--- src/rtl/lcdrx_pkg.sv ---
package lcdrx_pkg;
    localparam int SEG_N     = 80;
    localparam int CMD_W     = 8;
    localparam int ROW_N     = 4;
    localparam int ADDR_W    = 4;
    localparam int RATE_W    = 2;

    typedef enum logic [1:0] {
        OP_NONE  = 2'b00,
        OP_RATE  = 2'b01,
        OP_DISP  = 2'b10,
        OP_WRITE = 2'b11
    } op_e;

    typedef enum logic [1:0] {
        ST_IDLE = 2'b00,
        ST_PASS = 2'b01,
        ST_HOLD = 2'b10
    } st_e;
endpackage

--- src/rtl/lcdrx_edge.sv ---
module lcdrx_edge #(
    parameter int W = 2
) (
    input  logic         clk,
    input  logic         rst_n,
    input  logic [W-1:0] lvl,
    output logic [W-1:0] rise,
    output logic [W-1:0] fall
);
    logic [W-1:0] lvl_q;

    always_ff @(posedge clk) begin
        if (!rst_n) lvl_q <= '0;
        else        lvl_q <= lvl;
    end

    assign rise = lvl & ~lvl_q;
    assign fall = ~lvl & lvl_q;
endmodule

--- src/rtl/lcdrx_shifter.sv ---
module lcdrx_shifter #(
    parameter int FRAME_W = 88
) (
    input  logic               clk,
    input  logic               rst_n,
    input  logic               shift_en,
    input  logic               din,
    output logic [FRAME_W-1:0] sr
);
    always_ff @(posedge clk) begin
        if (!rst_n)        sr <= '0;
        else if (shift_en) sr <= {sr[FRAME_W-2:0], din};
    end


    shift_in_chk: assert property (@(posedge clk) disable iff (!rst_n)
        shift_en |=> sr[0] == $past(din));


    shift_idle_chk: assert property (@(posedge clk) disable iff (!rst_n)
        !shift_en |=> $stable(sr));
endmodule

--- src/rtl/lcdrx_ctrl.sv ---
module lcdrx_ctrl
    import lcdrx_pkg::*;
#(
    parameter int CMD_W  = 8,
    parameter int ROW_N  = 4,
    parameter int ADDR_W = 4,
    parameter int RATE_W = 2,
    localparam int SEL_W = $clog2(ROW_N)
) (
    input  logic              clk,
    input  logic              rst_n,
    input  logic              load_rise,
    input  logic              load_fall,
    input  logic [CMD_W-1:0]  cmd,
    input  logic [ADDR_W-1:0] chip_addr,
    output logic              wr_en,
    output logic [SEL_W-1:0]  wr_row,
    output logic              disp_on,
    output logic [RATE_W-1:0] rate_code
);
    localparam int OP_HI   = CMD_W - 1;
    localparam int OP_LO   = CMD_W - 2;
    localparam int ARG_HI  = CMD_W - 3;
    localparam int ARG_LO  = CMD_W - 4;

    st_e                state, state_nx;
    op_e                op;
    logic               addr_hit;
    logic [SEL_W-1:0]   row_q;

    assign op       = op_e'(cmd[OP_HI:OP_LO]);
    assign addr_hit = (cmd[ARG_HI -: ADDR_W] == chip_addr);

    always_comb begin
        state_nx = state;
        unique case (state)
            ST_IDLE: if (load_rise)
                         state_nx = (op == OP_WRITE && addr_hit) ? ST_PASS : ST_HOLD;
            ST_PASS: if (load_fall) state_nx = ST_IDLE;
            ST_HOLD: if (load_fall) state_nx = ST_IDLE;
            default: state_nx = ST_IDLE;
        endcase
    end

    always_ff @(posedge clk) begin
        if (!rst_n) state <= ST_IDLE;
        else        state <= state_nx;
    end

    always_ff @(posedge clk) begin
        if (!rst_n) begin
            rate_code <= '0;
            disp_on   <= 1'b0;
            row_q     <= '0;
        end else if (state == ST_IDLE && load_rise) begin
            unique case (op)
                OP_RATE:  rate_code <= cmd[ARG_HI:ARG_LO];
                OP_DISP:  if (cmd[ARG_HI]) disp_on <= cmd[ARG_LO];
                OP_WRITE: row_q <= cmd[SEL_W-1:0];
                default:  ;
            endcase
        end
    end

    assign wr_en  = (state == ST_PASS);
    assign wr_row = row_q;


    nop_cmd_chk: assert property (@(posedge clk) disable iff (!rst_n)
        (load_rise && cmd[OP_HI:OP_LO] == 2'b00) |=> ($stable(rate_code) && $stable(disp_on)));


    rate_quiet_chk: assert property (@(posedge clk) disable iff (!rst_n)
        !load_rise |=> ($stable(rate_code) && $stable(disp_on)));


    addr_miss_chk: assert property (@(posedge clk) disable iff (!rst_n)
        (load_rise && cmd[OP_HI:OP_LO] == 2'b11 && cmd[ARG_HI -: ADDR_W] != chip_addr) |=> !wr_en);


    pass_start_chk: assert property (@(posedge clk) disable iff (!rst_n)
        $rose(wr_en) |-> $past(load_rise));
endmodule

--- src/rtl/lcdrx_rows.sv ---
module lcdrx_rows #(
    parameter int SEG_N = 80,
    parameter int ROW_N = 4,
    localparam int SEL_W = $clog2(ROW_N)
) (
    input  logic                   clk,
    input  logic                   rst_n,
    input  logic                   wr_en,
    input  logic [SEL_W-1:0]       wr_row,
    input  logic [SEG_N-1:0]       wdata,
    output logic [ROW_N*SEG_N-1:0] rows_flat
);
    for (genvar r = 0; r < ROW_N; r++) begin : g_row
        logic [SEG_N-1:0] mem_q;
        always_ff @(posedge clk) begin
            if (!rst_n)
                mem_q <= '0;
            else if (wr_en && wr_row == SEL_W'(r))
                mem_q <= wdata;
        end
        assign rows_flat[r*SEG_N +: SEG_N] = mem_q;
    end


    row_hold_chk: assert property (@(posedge clk) disable iff (!rst_n)
        !wr_en |=> $stable(rows_flat));
endmodule

--- src/rtl/lcd_frame_rx.sv ---
module lcd_frame_rx
    import lcdrx_pkg::*;
#(
    parameter int SEGS   = SEG_N,
    parameter int CMDW   = CMD_W,
    parameter int ROWS   = ROW_N,
    parameter int ADDRW  = ADDR_W,
    parameter int RATEW  = RATE_W
) (
    input  logic                 clk,
    input  logic                 rst_n,
    input  logic                 ser_data,
    input  logic                 ser_clk,
    input  logic                 ser_load,
    input  logic [ADDRW-1:0]     chip_addr,
    output logic [ROWS*SEGS-1:0] seg_rows,
    output logic                 disp_on,
    output logic [RATEW-1:0]     rate_code
);
    localparam int FRAME_W = SEGS + CMDW;
    localparam int SEL_W   = $clog2(ROWS);

    logic [1:0]            rise, fall;
    logic [FRAME_W-1:0]    sr;
    logic [CMDW-1:0]       cmd;
    logic [SEGS-1:0]       wdata;
    logic                  wr_en;
    logic [SEL_W-1:0]      wr_row;
    logic [ROWS*SEGS-1:0]  rows_flat;

    lcdrx_edge #(.W(2)) u_edge (
        .clk  (clk),
        .rst_n(rst_n),
        .lvl  ({ser_load, ser_clk}),
        .rise (rise),
        .fall (fall)
    );

    lcdrx_shifter #(.FRAME_W(FRAME_W)) u_shift (
        .clk     (clk),
        .rst_n   (rst_n),
        .shift_en(rise[0]),
        .din     (ser_data),
        .sr      (sr)
    );

    // Last bit shifted is the top command bit, so the command byte is bit-reversed.
    for (genvar i = 0; i < CMDW; i++) begin : g_cmd
        assign cmd[i] = sr[CMDW-1-i];
    end

    // The earliest data bit sits highest and maps to the top segment.
    assign wdata = sr[FRAME_W-1:CMDW];

    lcdrx_ctrl #(
        .CMD_W (CMDW),
        .ROW_N (ROWS),
        .ADDR_W(ADDRW),
        .RATE_W(RATEW)
    ) u_ctrl (
        .clk      (clk),
        .rst_n    (rst_n),
        .load_rise(rise[1]),
        .load_fall(fall[1]),
        .cmd      (cmd),
        .chip_addr(chip_addr),
        .wr_en    (wr_en),
        .wr_row   (wr_row),
        .disp_on  (disp_on),
        .rate_code(rate_code)
    );

    lcdrx_rows #(.SEG_N(SEGS), .ROW_N(ROWS)) u_rows (
        .clk      (clk),
        .rst_n    (rst_n),
        .wr_en    (wr_en),
        .wr_row   (wr_row),
        .wdata    (wdata),
        .rows_flat(rows_flat)
    );

    for (genvar r = 0; r < ROWS; r++) begin : g_blank
        assign seg_rows[r*SEGS +: SEGS] = disp_on ? rows_flat[r*SEGS +: SEGS] : '0;
    end
endmodule

--- config.mk ---
export PLATFORM = sky130hd
export DESIGN_NAME = lcd_frame_rx
export DESIGN_NICKNAME = d
export VERILOG_FILES = /design/src/rtl/lcdrx_pkg.sv /design/src/rtl/lcdrx_edge.sv /design/src/rtl/lcdrx_shifter.sv /design/src/rtl/lcdrx_ctrl.sv /design/src/rtl/lcdrx_rows.sv /design/src/rtl/lcd_frame_rx.sv
export SDC_FILE = /design/constraint.sdc
export NUM_CORES = 1
export LEC_CHECK = 0
export BUFFER_PORTS_ARGS = -buffer_cell sky130_fd_sc_hd__buf_2
export CAP_MARGIN = 15
export CORE_ASPECT_RATIO = 2
export CORE_UTILIZATION = 45
export DETAILED_ROUTE_END_ITERATION = 10
export PLACE_DENSITY_LB_ADDON = 0.05
export SYNTH_ARGS = -nofsm -noshare
export SYNTH_HDL_FRONTEND = slang
export SYNTH_SLANG_ARGS = --single-unit
--- constraint.sdc ---
create_clock -name clk -period 1.7 [get_ports clk]
set_clock_uncertainty 0.15 [all_clocks]
set_input_delay 0.255 -clock clk [delete_from_list [all_inputs] [get_ports clk]]
set_output_delay 0.255 -clock clk [all_outputs]
set_load 0.02 [all_outputs]
==> impl_metrics.env, run 1 <==
export IMPL_status="complete, but fails checks"
export IMPL_failed_checks="setup timing"
export IMPL_p_sw_frac=0.2118
export IMPL_initialDrtViolationCount=781
export IMPL_synthTopCellsByCount="nand2_1, dfxtp_1, and2_1"
export IMPL_dp_slack_ns=-0.1955
export IMPL_viasPerCell=4.986
export IMPL_wl_per_cell_um=17.21
export IMPL_synth_edf_count=0
export IMPL_critPathKind="reg2out"
export IMPL_crit_path_end_kind="output pin"
export IMPL_p_comb_frac=0.024
export IMPL_die_x_um=142.2
export IMPL_die_area_sq_mm=0.04017
export IMPL_synth_ff_type="dfxtp_1"
export IMPL_ant_nets=0
export IMPL_ys_seq_elements=417
export IMPL_synth_compound_area_frac=0.1755
export IMPL_core_sq_mm=0.03880
export IMPL_r2r_start="u_ctrl.state[1]"
export IMPL_diodes=0
export IMPL_intPower_mw=14.82
export IMPL_synth_area_sq_mm=0.01770
export IMPL_maxCapViolCount=0
export IMPL_p_leak_nw=8.721
export IMPL_cts_made_buffers=38
export IMPL_rsz0062_at_grt="true"
export IMPL_crit_fanout=23
export IMPL_gp_congestion=0.7936
export IMPL_synth_distinct_cells=33
export IMPL_hp_start="chip_addr[1]"
export IMPL_drt_pass1_iterations=5
export IMPL_finalNetCount=2474
export IMPL_routed_wl_um=51750
export IMPL_worst_pin_slew_ns=0.4332
export IMPL_synth_top_cell_area_share=0.4718
export IMPL_synth_most_common_cell="nand2_1"
export IMPL_vdd_drop_max_v=0.0007481
export IMPL_grt_max_degree=99
export IMPL_cts_tree="yes"
export IMPL_hold_ws_ns=0.1016
export IMPL_r2r_slack_ns=-0.16
export IMPL_place_hpwl_um=33370
export IMPL_synth_warnings=0
export IMPL_drcViolationCount=0
export IMPL_syn_inst=2184
export IMPL_ys_seq_area_frac=0.4718
export IMPL_hp_class="in2reg"
export IMPL_cp_arrival_ns=1.66
export IMPL_required_ns=1.29
export IMPL_power_density_mw_per_mm2=826.2
export IMPL_synth_adder_area_share=0.001414
export IMPL_synth_area_mux_share=0.001697
export IMPL_num_io_pins=332
export IMPL_dpl_cell_count=2915
export IMPL_power_frac_seq=0.520
export IMPL_path_clk_slew_ns=0.06
export IMPL_grt_pass1_vias=13986
export IMPL_io_buffer_count=331
export IMPL_yosys_area_top_type="dfxtp_1"
export IMPL_start_util=0.4561
export IMPL_final_cell_count_no_fill=3007
export IMPL_num_rows=102
export IMPL_startpoint="u_ctrl.disp_on"
export IMPL_synth_nets=2195
export IMPL_num_fill_cells=3665
export IMPL_fmax_mhz=483.9
export IMPL_grt_antenna_before_repair=0
export IMPL_max_slew_margin=0.7108
export IMPL_total_power_mw=18.80
export IMPL_post_dp_cell_area_sq_mm=0.02008
export IMPL_hold_violations=0
export IMPL_synth_avg_cell_area_sq_um=8.102
export IMPL_via_count=14992
export IMPL_drv_slew=0
export IMPL_power_switching_mw=3.983
export IMPL_pwr_share_clk=0.456
export IMPL_h_tree_depth=2
export IMPL_yosys_area_share_simple=0.2982
export IMPL_synth_top_family_by_area="simple AND/OR/NAND/NOR gates"
export IMPL_cp_start_kind="register"
export IMPL_clk_latency_ns=0.53
export IMPL_grt_overflow=0
export IMPL_yosys_top_cells_area="dfxtp_1, nand2_1, a21boi_0"
export IMPL_finalSetupViolCount=568
export IMPL_cts_sinks=417
export IMPL_clockRootBuffer="clkbuf_16"
export IMPL_fp_dieH_um=282.4
export IMPL_clockBufferDepth=3
export IMPL_fin_area_sq_mm=0.02276
export IMPL_drive_gt1_frac=0.2139
export IMPL_async_flop_share=0
export IMPL_grt_usage=0.2440
export IMPL_fin_crit_sh=1.216
export IMPL_synth_xor_area_frac=0.001980
export IMPL_syn_to_final_growth_pct=28.61
export IMPL_fin_ws_ns=-0.3667
export IMPL_fin_crit_ns=2.067
export IMPL_grt_pass1_wl_um=77140
==> worst max-delay path: stages (launching register included) <==
cell and delay [ns]:
dfxtp_4 0.41, buf_12 0.20, buf_16 0.17, and2_1 0.19, buf_4 0.16
==> final timing paths <==
| kind | cells after the start | end |
|---|---|---|
| worst max-delay path | 4 | seg_rows[99] |
| worst min register to register | 2 | u_rows.g_row[0].mem_q[40] |
| worst min-delay path | 5 | u_ctrl.state[0] |
| worst max register to register | 7 | u_rows.g_row[0].mem_q[26] |
==> metrics by stage <==
step                      setup TNS [ns]    util
final                            -110.59  0.5866
after global routing             -174.10  0.5866
after CTS                        -126.16  0.5568
after detailed placement          -23.06  0.5176
after global placement            -10.42  0.5176
after floorplan                   -11.56       -
==> layout by cell type, fill, tap and decap left out, types with 2 or more instances in the layout <==
cell type / Yosys / routed
clkbuf_16: 0 / 54
buf_6: 16 / 71
o21ai_0: 4 / 4
mux2i_1: 3 / 3
buf_16: 0 / 5
nand3b_1: 2 / 2
xor2_1: 3 / 3
dfxtp_1: 417 / 416
buf_8: 0 / 4
buf_4: 11 / 161
a21boi_0: 292 / 292
clkinv_2: 0 / 8
buf_2: 46 / 116
ha_1: 2 / 2
a21boi_1: 118 / 118
nor3_1: 2 / 2
clkbuf_1: 99 / 7
dlygate4sd3_1: 0 / 7
inv_1: 2 / 2
nor2b_1: 4 / 3
and2_4: 0 / 57
clkbuf_8: 0 / 5
and2_1: 322 / 265
buf_12: 0 / 35
nand2_1: 820 / 820
nand4_1: 3 / 3
nor3b_2: 1 / 2
==> area by class of cell <==
| class | instances | area (sq um) | share of cell area |
|---|---|---|---|
| clock buffer | 54 | 1146 | 0.05036 |
| tap | 520 | 650.6 | 0.02859 |
| inverter | 2 | 7.507 | 0.0003299 |
| sequential | 417 | 8352 | 0.3670 |
| clock inverter | 10 | 77.57 | 0.003408 |
| multi-input combinational | 1592 | 8661 | 0.3805 |
| timing repair buffer | 412 | 3865 | 0.1698 |
==> power by group through the flow <==
stage	Clock [mW]	Combinational [mW]	Sequential, mW
after floorplan	0	0.311	10.0
after global placement	0	0.442	10.0
after detailed placement	0	0.444	10.0
after CTS	8.81	0.458	9.78
after global routing	9.16	0.489	9.77
final	8.57	0.454	9.78
==> registers in the layout, summed over array words and instances, names as in the netlist <==
| signal | flops |
|---|---|
| u_shift.sr | 88 |
| u_ctrl.rate_code | 2 |
| u_edge.lvl_q | 2 |
| u_ctrl.wr_row | 2 |
| u_ctrl.state | 2 |
| u_rows.g_row.mem_q | 320 |
| u_ctrl.disp_on | 1 |
==> what timing repair did <==
item | 4_1_cts | 5_1_grt
hold buffers | 7 | 0
setup buffers | 0 | 4
endpoints found under the hold margin | 29 | 0
resized for setup | 83 | 267
setup endpoints to repair | 631 | 648
cloned | 0 | 17
pin swaps | 0 | 1
==> cell families after synthesis <==
family / after synthesis
AO/OA/AOI/OAI: 415
XOR/XNOR: 4
adder cells (fa/ha/maj): 2
buffers and inverters: 175
flip-flops: 417
multiplexers: 3
AND/OR/NAND/NOR: 1168
==> metal layers <==
metal | GRT usage | wire length (um) | vias up | part of all wire
met5 | 0 | 0 | - | 0
met3 | 0.03098 | 2043 | 69 | 0.039
li1 | - | - | 7453 | -
met1 | 0.2848 | 20680 | 7136 | 0.40
met4 | 0.07803 | 1346 | 0 | 0.026
met2 | 0.4542 | 27680 | 334 | 0.53
Power figures use the tool's default switching activity.
==> run 2, diff against run 1 <==
- TNS_END_PERCENT: not set -> 1
==> impl_metrics.env, run 2 (synthesis gave the netlist of run 1 again) <==
export IMPL_ant_nets=0
export IMPL_fp_dieH_um=282.4
export IMPL_post_dp_cell_area_sq_mm=0.02008
export IMPL_grt_use_met2=0.4554
export IMPL_r2r_start="u_ctrl.state[1]"
export IMPL_syn_to_final_growth_pct=34.99
export IMPL_power_density_mw_per_mm2=787.8
export IMPL_status="complete, but fails checks"
export IMPL_h_tree_depth=2
export IMPL_grt_util_met1=0.2842
export IMPL_top_register="u_rows.g_row.mem_q"
export IMPL_crit_path_end_kind="output pin"
export IMPL_failed_checks="setup timing"
export IMPL_num_rows=102
export IMPL_timing_rr_end="u_rows.g_row[0].mem_q[26]"
export IMPL_diodes=0
export IMPL_num_io_pins=332
export IMPL_drcViolationCount=0
export IMPL_io_buffer_count=331
export IMPL_wl_per_cell_um=17.46
export IMPL_cts_made_buffers=38
export IMPL_grt_busiest_layer="met2"
export IMPL_place_hpwl_um=33370
export IMPL_maxCapViolCount=0
export IMPL_power_frac_seq=0.520
export IMPL_num_fill_cells=3508
export IMPL_required_ns=1.29
export IMPL_via_count=15132
export IMPL_core_sq_mm=0.03880
export IMPL_fin_crit_sh=1.212
export IMPL_intPower_mw=14.83
export IMPL_slowest_stage="dfxtp_4"
export IMPL_multi_input_area_sq_mm=0.008890
export IMPL_hp_class="in2reg"
export IMPL_die_area_sq_mm=0.04017
export IMPL_dpl_cell_count=2915
export IMPL_finalSetupViolCount=321
export IMPL_grt_antenna_before_repair=0
export IMPL_layout_commonest_cell="nand2_1"
export IMPL_regArea_sq_mm=0.008356
export IMPL_p_comb_frac=0.025
export IMPL_largest_register_ffs=320
export IMPL_vdd_drop_max_v=0.0007475
export IMPL_crit_chain="buf_12 -> clkbuf_16 -> and2_1 -> buf_6"
export IMPL_drive_gt1_frac=0.2469
export IMPL_max_slew_margin=0.7190
export IMPL_fin_ws_ns=-0.3605
export IMPL_max_stage_delay_ns=0.44
export IMPL_clockRootBuffer="clkbuf_16"
export IMPL_critPathKind="reg2out"
export IMPL_drv_slew=0
export IMPL_startpoint="u_ctrl.disp_on"
export IMPL_grt_usage=0.2442
export IMPL_finalNetCount=2470
export IMPL_hold_violations=0
export IMPL_worstSetupEndpoint="seg_rows[315]"
export IMPL_grt_overflow=0
export IMPL_fin_crit_ns=2.060
export IMPL_fin_area_sq_mm=0.02389
export IMPL_grt_pass1_wl_um=77210
export IMPL_pwr_share_clk=0.456
export IMPL_fmax_mhz=485.3
export IMPL_clk_latency_ns=0.53
export IMPL_crit_fanout=21
export IMPL_die_x_um=142.2
export IMPL_biggestRegsByFlops="u_rows.g_row.mem_q: 320 flops, u_shift.sr: 88 flops"
export IMPL_r2r_slack_ns=0.04
export IMPL_reg2reg_depth=7
export IMPL_cts_tree="yes"
export IMPL_grt_pass1_vias=13984
export IMPL_most_common_layout_cells="nand2_1, dfxtp_1, a21boi_0"
export IMPL_final_cell_count_no_fill=3003
export IMPL_power_switching_mw=3.992
export IMPL_p_leak_nw=8.923
export IMPL_cts_sinks=417
export IMPL_drt_pass1_iterations=5
export IMPL_worst_pin_slew_ns=0.4209
export IMPL_rsz0062_at_grt="true"
export IMPL_gp_congestion=0.7936
export IMPL_start_util=0.4561
export IMPL_cp_arrival_ns=1.66
export IMPL_clockBufferDepth=3
export IMPL_viasPerCell=5.039
export IMPL_grtUsageMet3=0.03149
export IMPL_grt_max_degree=99
export IMPL_cp_start_kind="register"
export IMPL_initialDrtViolationCount=658
export IMPL_hp_start="chip_addr[1]"
export IMPL_path_clk_slew_ns=0.06
export IMPL_p_sw_frac=0.2122
export IMPL_routed_wl_um=52430
run 2: cell types whose count changed in the layout (fill, tap and decap cells not counted), sizes merged:
cell / previous run / this run
clkbuf: 67 / 66
buf: 392 / 389
run 2: what timing repair did:
| item | CTS | global route |
|---|---|---|
| cloned | 0 | 13 |
| gates resized for setup | 170 | 578 |
| pin swaps | 1 | 10 |
| hold buffers | 7 | 0 |
| endpoints found under the setup margin | 631 | 519 |
| setup buffers | 0 | 4 |
| endpoints found under the hold margin | 29 | 0 |
run 2: cell type report:
class	instances	area share
Tap cell	520	0.02724
Clock inverter	10	0.003248
Timing Repair Buffer	408	0.1992
Clock buffer	54	0.04798
Multi-Input combinational cell	1592	0.3722
Sequential cell	417	0.3498
Inverter	2	0.0004190
run 2: worst min path at each step:
stage	to	depth (start not counted)
2_1_floorplan	u_edge.lvl_q[0]	1
3_3_place_gp	u_rows.g_row[0].mem_q[24]	2
3_5_place_dp	u_rows.g_row[0].mem_q[16]	2
4_1_cts	u_ctrl.state[0]	5
5_1_grt	u_ctrl.state[0]	5
6_report	u_ctrl.state[0]	5
run 2: metrics by stage:
stage	hold WS (ns)	utilization	power, mW	setup TNS (ns)	setup slack (ns)
finish	0.07513	0.6157	18.82	-98.50	-0.3605
CTS	0.06722	0.5635	19.05	-101.33	-0.3927
floorplan	0.2267	-	10.31	-11.56	-0.05781
detailed placement	0.2913	0.5176	10.44	-23.06	-0.1955
global route	0.1118	0.6157	19.43	-117.06	-0.4100
global placement	0.2854	0.5176	10.44	-10.42	-0.1223
run 2: metal layers:
metal,wire [um],up-vias,share of wire
met4,1599,0,0.030
met3,2344,79,0.045
met5,0,-,0
li1,-,7442,-
met2,28060,408,0.54
met1,20420,7203,0.39
run 2: worst max-delay path, delay by kind of cell (launching register included):
family / cells / cell delay (ns)
AND/OR/NAND/NOR: 1 / 0.16
buffers and inverters: 3 / 0.50
flip-flops: 1 / 0.44
run 2: power groups by stage:
| stage | sequential, mW | clock (mW) | combinational, mW |
|---|---|---|---|
| after CTS | 9.78 | 8.81 | 0.459 |
| after global placement | 10.0 | 0 | 0.442 |
| after floorplan | 10.0 | 0 | 0.311 |
| final | 9.78 | 8.58 | 0.462 |
| after global routing | 9.77 | 9.16 | 0.496 |
| after detailed placement | 10.0 | 0 | 0.444 |
==> run 3, diff against run 2 <==
- BUFFER_PORTS_ARGS: -buffer_cell sky130_fd_sc_hd__buf_2 -> -buffer_cell sky130_fd_sc_hd__buf_4
==> impl_metrics.env, run 3 (synthesis gave the netlist of run 1 again) <==
export IMPL_drv_slew=0
export IMPL_finalSetupViolCount=323
export IMPL_rsz0062_at_grt="true"
export IMPL_status="complete, but fails checks"
export IMPL_via_count=15059
export IMPL_drcViolationCount=0
export IMPL_grt_antenna_before_repair=0
export IMPL_ant_nets=0
export IMPL_fmax_mhz=482.2
export IMPL_fin_area_sq_mm=0.02400
export IMPL_syn_to_final_growth_pct=35.61
export IMPL_wl_per_cell_um=17.40
export IMPL_fp_dieH_um=282.4
export IMPL_biggestRegsByFlops="u_rows.g_row.mem_q: 320 flops, u_shift.sr: 88 flops"
export IMPL_clk_latency_ns=0.54
export IMPL_cts_sinks=417
export IMPL_fin_crit_sh=1.220
export IMPL_crit_path_end_kind="output pin"
export IMPL_clockRootBuffer="clkbuf_16"
export IMPL_core_sq_mm=0.03880
export IMPL_power_frac_seq=0.523
export IMPL_intPower_mw=14.72
export IMPL_hold_ws_ns=0.04778
export IMPL_num_io_pins=332
export IMPL_largest_register_ffs=320
export IMPL_p_leak_nw=8.959
export IMPL_worst_pin_slew_ns=0.3590
export IMPL_critPathKind="reg2out"
export IMPL_fin_crit_ns=2.074
export IMPL_clockBufferDepth=3
export IMPL_die_x_um=142.2
export IMPL_h_tree_depth=2
export IMPL_pwr_share_clk=0.452
export IMPL_power_density_mw_per_mm2=779.1
export IMPL_maxCapViolCount=0
export IMPL_hp_class="in2reg"
export IMPL_start_util=0.4561
export IMPL_required_ns=1.29
export IMPL_hold_violations=0
export IMPL_grt_overflow=0
export IMPL_crit_fanout=9
export IMPL_top_register="u_rows.g_row.mem_q"
export IMPL_p_sw_frac=0.2128
export IMPL_num_rows=102
export IMPL_grt_pass1_wl_um=79120
export IMPL_drt_pass1_iterations=5
export IMPL_grt_usage=0.2506
export IMPL_fin_ws_ns=-0.3737
export IMPL_drive_gt1_frac=0.2593
export IMPL_final_util=0.6186
export IMPL_max_slew_margin=0.7603
export IMPL_gp_congestion=0.8093
export IMPL_cts_tree="yes"
export IMPL_place_hpwl_um=33620
export IMPL_vdd_drop_max_v=0.0006903
export IMPL_layout_commonest_cell="nand2_1"
export IMPL_failed_checks="setup timing"
export IMPL_diodes=0
export IMPL_path_clk_slew_ns=0.07
export IMPL_grt_pass1_vias=14312
export IMPL_die_area_sq_mm=0.04017
export IMPL_io_buffer_count=331
export IMPL_post_dp_cell_area_sq_mm=0.02094
export IMPL_most_common_layout_cells="nand2_1, dfxtp_1, a21boi_0"
export IMPL_routed_wl_um=52260
export IMPL_p_comb_frac=0.025
export IMPL_power_switching_mw=3.979
export IMPL_cts_made_buffers=38
export IMPL_grt_max_degree=93
export IMPL_cp_arrival_ns=1.67
export IMPL_viasPerCell=5.013
export IMPL_cp_start_kind="register"
export IMPL_initialDrtViolationCount=606
export IMPL_dp_slack_ns=-0.2227
export IMPL_finalNetCount=2470
==> run 3: power by group through the flow <==
stage               combinational [mW]  clock, mW  sequential [mW]
floorplan                        0.311          0             10.0
global placement                 0.448          0             10.0
detailed placement               0.456          0             10.0
CTS                              0.473       8.64             9.78
global route                     0.505       8.98             9.77
finish                           0.474       8.44             9.78
==> run 3: worst max-delay path: stages (launching register included) <==
cell and delay [ns]:
dfxtp_4 0.42, buf_12 0.21, buf_4 0.15, and2_1 0.19, buf_4 0.17
==> run 3: layer usage <==
layer	vias up	track usage	part of all wire
met3	72	0.02946	0.039
met4	0	0.07665	0.025
met5	-	0	0
li1	7435	-	-
met2	361	0.4718	0.54
met1	7191	0.2908	0.40
==> run 3: timing repair <==
| item | in CTS | in global routing |
|---|---|---|
| hold buffers | 7 | 0 |
| setup buffers | 3 | 6 |
| hold endpoints to repair | 29 | 0 |
| endpoints found under the setup margin | 588 | 497 |
| pin swaps | 3 | 1 |
| cloned | 2 | 7 |
| resized for setup | 174 | 275 |
==> run 3: layout make-up <==
type	instances	area [sq um]
fillers	3492	14800
multi-input cells	1592	8962
flip-flops and latches	417	8357
repair buffers	408	4812
clock buffers	58	1167
well taps	520	650.6
clock inverters	7	41.29
inverters	2	7.507
==> run 3: metrics by stage <==
step	power, mW	setup TNS (ns)	std cells
6_report	18.70	-95.13	3004
5_1_grt	19.25	-113.11	3004
4_1_cts	18.89	-97.47	2991
3_5_place_dp	10.46	-16.41	2914
3_3_place_gp	10.45	-11.40	2914
2_1_floorplan	10.31	-11.56	2184
==> run 3: worst paths after layout <==
path                            slack (ns)  cells after the start                      start                         to
worst max-delay path                 -0.37                      4             u_ctrl.disp_on              seg_rows[171]
worst min-delay path                  0.05                      5               chip_addr[0]            u_ctrl.state[0]
worst max register to register       -0.01                      7            u_ctrl.state[0]             u_ctrl.disp_on
worst min register to register        0.30                      2  u_rows.g_row[0].mem_q[35]  u_rows.g_row[0].mem_q[35]
